File: src/rtl/fwh_pkg.sv
package fwh_pkg;

    typedef enum logic [3:0] {
        ST_IDLE,
        ST_ID,
        ST_ADDR,
        ST_SIZE,
        ST_WLO,
        ST_WHI,
        ST_HTAR1,
        ST_HTAR2,
        ST_WAIT,
        ST_SYNC,
        ST_RLO,
        ST_RHI,
        ST_TTAR1,
        ST_TTAR2
    } fw_state_e;

    localparam logic [3:0] START_FW_RD   = 4'b1101;
    localparam logic [3:0] START_FW_WR   = 4'b1110;
    localparam logic [3:0] NIB_WAIT      = 4'b0110;
    localparam logic [3:0] NIB_SYNC      = 4'b0000;
    localparam logic [3:0] NIB_TAR       = 4'b1111;
    localparam logic [3:0] SIZE_ONE_BYTE = 4'b0000;

    typedef struct packed {
        logic       oe;
        logic [3:0] val;
    } lad_drive_t;

    typedef struct packed {
        fw_state_e state;
        logic      is_write;
    } cyc_ctx_t;

    // Clocks in which the target owns the shared lines.
    function automatic logic target_owns(fw_state_e s);
        return (s == ST_WAIT) || (s == ST_SYNC) || (s == ST_RLO) ||
               (s == ST_RHI)  || (s == ST_TTAR1);
    endfunction

    // Classify a start nibble sampled while framing is low.
    function automatic cyc_ctx_t decode_start(logic [3:0] nib);
        cyc_ctx_t c;
        c.is_write = 1'b0;
        c.state    = ST_IDLE;
        if (nib == START_FW_RD) begin
            c.state = ST_ID;
        end else if (nib == START_FW_WR) begin
            c.state    = ST_ID;
            c.is_write = 1'b1;
        end
        return c;
    endfunction

endpackage

File: src/rtl/fwh_seq.sv
module fwh_seq
    import fwh_pkg::*;
#(
    parameter int ADDR_NIBS = 7,
    parameter int WAIT_W    = 4
) (
    input  logic              clk,
    input  logic              rst,
    input  logic              frame_n,
    input  logic [3:0]        lad_in,
    input  logic [3:0]        dev_id,
    input  logic [WAIT_W-1:0] wait_cnt,
    output fw_state_e         state_q,
    output logic              is_write_q
);

    localparam int CNT_W = (ADDR_NIBS > 1) ? $clog2(ADDR_NIBS) : 1;
    localparam logic [CNT_W-1:0] LAST_NIB = CNT_W'(ADDR_NIBS - 1);

    fw_state_e         state_d;
    logic              is_write_d;
    logic [CNT_W-1:0]  nib_cnt_q, nib_cnt_d;
    logic [WAIT_W-1:0] wcnt_q, wcnt_d;
    cyc_ctx_t          start_ctx;

    always_comb begin
        start_ctx  = decode_start(lad_in);
        state_d    = state_q;
        is_write_d = is_write_q;
        nib_cnt_d  = nib_cnt_q;
        wcnt_d     = wcnt_q;
        if (!frame_n) begin
            // Framing low: abort anything in flight and read a start code.
            state_d    = start_ctx.state;
            is_write_d = start_ctx.is_write;
            nib_cnt_d  = '0;
        end else begin
            unique case (state_q)
                ST_IDLE: state_d = ST_IDLE;
                ST_ID: begin
                    nib_cnt_d = '0;
                    state_d   = (lad_in == dev_id) ? ST_ADDR : ST_IDLE;
                end
                ST_ADDR: begin
                    if (nib_cnt_q == LAST_NIB) begin
                        state_d = ST_SIZE;
                    end else begin
                        nib_cnt_d = nib_cnt_q + 1'b1;
                    end
                end
                ST_SIZE: begin
                    if (lad_in != SIZE_ONE_BYTE) begin
                        state_d = ST_IDLE;
                    end else begin
                        state_d = is_write_q ? ST_WLO : ST_HTAR1;
                    end
                end
                ST_WLO:   state_d = ST_WHI;
                ST_WHI:   state_d = ST_HTAR1;
                ST_HTAR1: state_d = ST_HTAR2;
                ST_HTAR2: begin
                    wcnt_d  = wait_cnt;
                    state_d = (wait_cnt == '0) ? ST_SYNC : ST_WAIT;
                end
                ST_WAIT: begin
                    if (wcnt_q <= WAIT_W'(1)) begin
                        state_d = ST_SYNC;
                    end else begin
                        wcnt_d = wcnt_q - 1'b1;
                    end
                end
                ST_SYNC:  state_d = is_write_q ? ST_TTAR1 : ST_RLO;
                ST_RLO:   state_d = ST_RHI;
                ST_RHI:   state_d = ST_TTAR1;
                ST_TTAR1: state_d = ST_TTAR2;
                ST_TTAR2: state_d = ST_IDLE;
                default:  state_d = ST_IDLE;
            endcase
        end
    end

    always_ff @(posedge clk) begin
        if (rst) begin
            state_q    <= ST_IDLE;
            is_write_q <= 1'b0;
            nib_cnt_q  <= '0;
            wcnt_q     <= '0;
        end else begin
            state_q    <= state_d;
            is_write_q <= is_write_d;
            nib_cnt_q  <= nib_cnt_d;
            wcnt_q     <= wcnt_d;
        end
    end

endmodule

File: src/rtl/fwh_data.sv
module fwh_data
    import fwh_pkg::*;
#(
    parameter int ADDR_NIBS = 7,
    parameter int ADDR_W    = 4 * ADDR_NIBS
) (
    input  logic              clk,
    input  logic              rst,
    input  logic              frame_n,
    input  fw_state_e         state_q,
    input  logic [3:0]        lad_in,
    input  logic [7:0]        mem_rdata,
    output logic [ADDR_W-1:0] addr_q,
    output logic [7:0]        wdata_q,
    output logic [7:0]        rdata_q
);

    logic [ADDR_W-1:0] addr_shift;

    generate
        if (ADDR_W > 4) begin : g_shift_wide
            assign addr_shift = {addr_q[ADDR_W-5:0], lad_in};
        end else begin : g_shift_narrow
            assign addr_shift = lad_in;
        end
    endgenerate

    always_ff @(posedge clk) begin
        if (rst) begin
            addr_q  <= '0;
            wdata_q <= '0;
            rdata_q <= '0;
        end else if (frame_n) begin
            unique case (state_q)
                ST_ADDR:  addr_q        <= addr_shift;
                ST_WLO:   wdata_q[3:0]  <= lad_in;
                ST_WHI:   wdata_q[7:4]  <= lad_in;
                ST_HTAR2: rdata_q       <= mem_rdata;
                default:  ;
            endcase
        end
    end

endmodule

File: src/rtl/fwh_lad_drv.sv
module fwh_lad_drv
    import fwh_pkg::*;
(
    input  fw_state_e  state_q,
    input  logic       is_write_q,
    input  logic       frame_n,
    input  logic [7:0] rdata_q,
    output lad_drive_t drive
);

    always_comb begin
        drive.val = NIB_TAR;
        unique case (state_q)
            ST_WAIT:  drive.val = NIB_WAIT;
            ST_SYNC:  drive.val = NIB_SYNC;
            ST_RLO:   drive.val = is_write_q ? NIB_TAR : rdata_q[3:0];
            ST_RHI:   drive.val = is_write_q ? NIB_TAR : rdata_q[7:4];
            default:  drive.val = NIB_TAR;
        endcase
        // Framing low releases the lines in the same clock.
        drive.oe = target_owns(state_q) && frame_n;
    end

endmodule

File: src/rtl/fwh_byte_target.sv
module fwh_byte_target
    import fwh_pkg::*;
#(
    parameter int ADDR_NIBS = 7,
    parameter int WAIT_W    = 4,
    localparam int ADDR_W   = 4 * ADDR_NIBS
) (
    input  logic              clk,
    input  logic              rst,
    input  logic              frame_n,
    input  logic [3:0]        lad_in,
    output logic [3:0]        lad_out,
    output logic              lad_oe,
    input  logic [3:0]        dev_id,
    input  logic [WAIT_W-1:0] wait_cnt,
    output logic [ADDR_W-1:0] mem_addr,
    output logic              mem_rd,
    input  logic [7:0]        mem_rdata,
    output logic              mem_wr,
    output logic [7:0]        mem_wdata
);

    fw_state_e  state_q;
    logic       is_write_q;
    logic [7:0] rdata_q;
    lad_drive_t drive;

    fwh_seq #(
        .ADDR_NIBS (ADDR_NIBS),
        .WAIT_W    (WAIT_W)
    ) seq_i (
        .clk        (clk),
        .rst        (rst),
        .frame_n    (frame_n),
        .lad_in     (lad_in),
        .dev_id     (dev_id),
        .wait_cnt   (wait_cnt),
        .state_q    (state_q),
        .is_write_q (is_write_q)
    );

    fwh_data #(
        .ADDR_NIBS (ADDR_NIBS),
        .ADDR_W    (ADDR_W)
    ) data_i (
        .clk       (clk),
        .rst       (rst),
        .frame_n   (frame_n),
        .state_q   (state_q),
        .lad_in    (lad_in),
        .mem_rdata (mem_rdata),
        .addr_q    (mem_addr),
        .wdata_q   (mem_wdata),
        .rdata_q   (rdata_q)
    );

    fwh_lad_drv drv_i (
        .state_q    (state_q),
        .is_write_q (is_write_q),
        .frame_n    (frame_n),
        .rdata_q    (rdata_q),
        .drive      (drive)
    );

    assign lad_out = drive.val;
    assign lad_oe  = drive.oe;

    // First host-turnaround clock: launch the read, or commit the write.
    assign mem_rd = frame_n && (state_q == ST_HTAR1) && !is_write_q;
    assign mem_wr = frame_n && (state_q == ST_HTAR1) &&  is_write_q;

endmodule

File: config.mk
export PLATFORM = sky130hd
export DESIGN_NAME = fwh_byte_target
export DESIGN_NICKNAME = d
export VERILOG_FILES = /design/src/rtl/fwh_pkg.sv /design/src/rtl/fwh_seq.sv /design/src/rtl/fwh_data.sv /design/src/rtl/fwh_lad_drv.sv /design/src/rtl/fwh_byte_target.sv
export SDC_FILE = /design/constraint.sdc
export NUM_CORES = 1
export LEC_CHECK = 0
export ABC_AREA = 1
export BUFFER_PORTS_ARGS = -buffer_cell sky130_fd_sc_hd__buf_2
export CAP_MARGIN = 20
export CORE_MARGIN = 2
export CORE_UTILIZATION = 55
export DETAILED_ROUTE_END_ITERATION = 12
export GPL_ROUTABILITY_DRIVEN = 0
export HOLD_SLACK_MARGIN = 0.03
export PLACE_DENSITY_LB_ADDON = 0.12
export SYNTH_ARGS = -nofsm -noshare
export SYNTH_HDL_FRONTEND = slang
export SYNTH_SLANG_ARGS = --single-unit
File: constraint.sdc
create_clock -name clk -period 1.85 [get_ports clk]
set_input_delay 0 -clock clk [delete_from_list [all_inputs] [get_ports clk]]
set_output_delay 0 -clock clk [all_outputs]
set_load 0.1 [all_outputs]
==> out/metrics.json <==
{
  "status": {
    "result_of_the_run": "complete, no violations"
  },
  "grt": {
    "pin_count_of_the_biggest_net_entering_global_routing": 33,
    "combined_global_route_utilization_of_all_metal_layers_pct": 24.60,
    "number_of_global_route_vias_before_repair": 2416,
    "antenna_found_initial": 0,
    "grt_remaining_overflow": 0,
    "grt_pass1_wl_um": 10310
  },
  "sta": {
    "clock-skew-final_ps": 8.057,
    "fin_tns_setup_ps": 0,
    "timing.final.crit_period_ps": 1738,
    "relSlewSlack_pct": 62.27,
    "worst-slew-pin-transition_ps": 565.4,
    "timing_hold_violations_final": 0,
    "finalSetupViolations": 0,
    "setup_slack_ps": 111.9,
    "final_period_utilization_pct": 93.95,
    "rsz0062_at_grt": "false",
    "slew_viol_final": 0,
    "fmaxAchievable_mhz": 575.3
  },
  "detailed_routing": {
    "route.detailed.wl_per_inst_um": 12.44,
    "postRouteAntennaNets": 0,
    "dr.first_iter.drc_count": 151,
    "route.final.wire_length_um": 6096,
    "num_vias": 2643,
    "via_per_inst": 5.394,
    "detail_route.first_pass.iterations": 4,
    "post-route-drc-count": 0
  },
  "final_layout": {
    "flow.area_growth_from_synthesis_pct": 23.10,
    "layoutNonFillerInstCount": 490,
    "filler_cell_count": 371,
    "n_antenna_cell": 0,
    "nNetsFinal": 464,
    "drive_above_1_share_pct": 18.95
  },
  "placement": {
    "placement.io_buffers": 65,
    "dp_hpwl_um": 4167,
    "place_ws_ps": 347.2,
    "place.detailed.instances": 470
  },
  "floorplanning": {
    "core_region_area_um2": 4384,
    "floorplan.die.width_um": 71.67,
    "floorplan.initialDensity_pct": 57.45,
    "rows": 24,
    "io_pins": 66,
    "fp.dieArea_um2": 5137,
    "die-height_um": 71.67
  },
  "power_and_ir_drop": {
    "net_switching_power_mw": 0.4689,
    "seq_power_share_pct": 60.5,
    "cell_area_power_density_nw_per_um2": 643.6,
    "swShare_pct": 23.50,
    "pwr-share-comb_pct": 6.1,
    "clock_power_share_pct": 33.4,
    "p_total_mw": 1.995,
    "irDropWorstVdd_uv": 411.4,
    "power_report.internal_total_mw": 1.527,
    "leakage_nw": 1.388
  },
  "worst_hold_path": {
    "timing.hold.worst_path_depth": 5,
    "worst_hold_path_type": "in -> reg"
  },
  "setup_path": {
    "timing.critical_path.from_type": "flip-flop",
    "critPathSlowestCell": "sky130_fd_sc_hd__dfxtp_1",
    "arrival_ps": 1740,
    "worstRegToRegCells": 8,
    "worstSetupPathType": "reg -> out",
    "worst-endpoint-required_ps": 1850,
    "ordered_cell_list_for_the_critical_path": "inv_1 > nor2_1 > o21ai_0 > nand3_1 > buf_2",
    "worst_setup_path_end_kind": "output port",
    "crit_path_max_fanout": 6,
    "cp_slowest_stage_delay_ps": 420
  },
  "flow_run": {
    "max-cap-violations": 0
  },
  "synthesis": {
    "syn-instance-count": 365,
    "syn_nets": 392,
    "yosys_register_bits": 56,
    "synth_cell_type_count": 21,
    "mapped_avg_cell_area_um2": 6.900,
    "yosys_warnings": 0,
    "synth.yosys.seq_area_share_pct": 44.51,
    "synth.cell_area_um2": 2519
  },
  "clock_tree": {
    "cts_htree_levels": 2,
    "post-cts-setup-buffer-count": 0,
    "numCtsBuffers": 5,
    "cts.path.max_buffers": 2,
    "clk_latency_ps": 300,
    "cts_num_sinks": 56,
    "clk_pin_slew_ps": 100,
    "tritoncts": "done",
    "root_buffer": "sky130_fd_sc_hd__clkbuf_8"
  }
}
-- registers in the layout, summed over array words and instances (netlist names) --
register          count
data_i.addr_q        28
seq_i.wcnt_q          4
seq_i.state_q         4
data_i.wdata_q        8
seq_i.nib_cnt_q       3
data_i.rdata_q        8
seq_i.is_write_q      1
-- cells in the mapped netlist --
library cell / count / area, um2
sky130_fd_sc_hd__a21oi_1: 38 / 190.2
sky130_fd_sc_hd__buf_1: 2 / 7.510
sky130_fd_sc_hd__buf_2: 6 / 30.03
sky130_fd_sc_hd__clkbuf_1: 8 / 30.03
sky130_fd_sc_hd__dfxtp_1: 56 / 1121
sky130_fd_sc_hd__ha_1: 4 / 50.05
sky130_fd_sc_hd__inv_1: 30 / 112.6
sky130_fd_sc_hd__inv_2: 1 / 3.750
sky130_fd_sc_hd__nand2_1: 75 / 281.5
sky130_fd_sc_hd__nand2_2: 1 / 6.260
sky130_fd_sc_hd__nand3_1: 44 / 220.2
sky130_fd_sc_hd__nand4_1: 2 / 12.51
sky130_fd_sc_hd__nor2_1: 52 / 195.2
sky130_fd_sc_hd__nor2_2: 2 / 12.51
sky130_fd_sc_hd__nor2_4: 1 / 11.26
sky130_fd_sc_hd__nor3_1: 2 / 10.01
sky130_fd_sc_hd__o21a_1: 1 / 7.510
sky130_fd_sc_hd__o21ai_0: 35 / 175.2
sky130_fd_sc_hd__o22ai_1: 1 / 6.260
sky130_fd_sc_hd__xnor2_1: 1 / 8.760
sky130_fd_sc_hd__xor2_1: 3 / 26.28
-- what timing repair did --
item,4_1_cts,5_1_grt
hold buffers,12,0
endpoints found under the setup margin,0,5
gates resized for setup,0,5
endpoints found under the hold margin,13,0
-- kinds of logic after synthesis --
family                     after synthesis  synth area share [%]
AOI/OAI and AO/OA                       75                 15.05
xor gates and xnor gates                 4                 1.391
adders and majority gates                4                 1.987
buffers and inverters                   47                 7.303
DFF                                     56                 44.51
and+or+nand+nor                        179                 29.76
-- routing by layer --
metal	vias up	share of wire (%)	global-route usage [%]	wire length, um
met5	-	0	0	0
met4	0	1.7	8.386	104
met3	15	6.3	3.657	383
met2	109	46	40.95	2806
met1	1190	46	32.69	2802
li1	1329	-	-	-
-- placed cells by master (no fill, tap or decap), types with 3 or more instances in the layout --
master	synthesis	final
sky130_fd_sc_hd__nand2_1	75	75
sky130_fd_sc_hd__buf_2	6	60
sky130_fd_sc_hd__dfxtp_1	56	56
sky130_fd_sc_hd__nor2_1	52	52
sky130_fd_sc_hd__nand3_1	44	44
sky130_fd_sc_hd__a21oi_1	38	38
sky130_fd_sc_hd__o21ai_0	35	35
sky130_fd_sc_hd__inv_1	30	30
sky130_fd_sc_hd__dlygate4sd3_1	0	12
sky130_fd_sc_hd__clkbuf_8	0	5
sky130_fd_sc_hd__clkbuf_4	0	5
sky130_fd_sc_hd__ha_1	4	4
sky130_fd_sc_hd__buf_4	0	4
sky130_fd_sc_hd__xor2_1	3	3
-- power by group through the flow --
stage | registers, mW | logic [mW] | clock network (mW)
after CTS | 1.21 | 0.120 | 0.688
after floorplan | 1.23 | 0.0575 | 0
after global placement | 1.23 | 0.101 | 0
after detailed placement | 1.24 | 0.101 | 0
final | 1.21 | 0.122 | 0.666
after global routing | 1.21 | 0.136 | 0.723
-- cell type report --
type	instances	area, um2	area share, %
tap	52	65.06	2.098
sequential	56	1121	36.16
timing repair buffer	81	488.0	15.74
clock inverter	2	13.76	0.4439
inverter	31	116.4	3.753
clock buffer	6	72.57	2.341
multi-input combinational	262	1224	39.47
-- metrics by stage --
step	hold slack [ps]	utilization [%]	instance area, um2
after detailed placement	229.1	65.72	2882
after CTS	35.98	70.43	3088
after floorplan	134.9	-	2529
final	45.29	70.72	3100
after global placement	224.2	65.72	2882
after global routing	103.8	70.72	3100
-- critical path: cells and delay by family, from the launching register on --
kind | cells | cell delay [ps]
buffers and inverters | 2 | 470
DFF | 1 | 420
and+or+nand+nor | 2 | 380
AOI/OAI and AO/OA | 1 | 150
-- final timing paths --
kind	startpoint	end	slack, ps
worst max-delay path	seq_i.state_q[1]$_SDFFE_PP0P_	lad_out[2]	110
worst min-delay path	wait_cnt[3]	seq_i.wcnt_q[3]$_SDFFE_PP0P_	50
worst max register to register	seq_i.wcnt_q[0]$_SDFFE_PP0P_	seq_i.wcnt_q[0]$_SDFFE_PP0P_	270
worst min register to register	data_i.wdata_q[4]$_SDFFE_PP0P_	data_i.wdata_q[4]$_SDFFE_PP0P_	460
(Power assumes the default switching activity.)
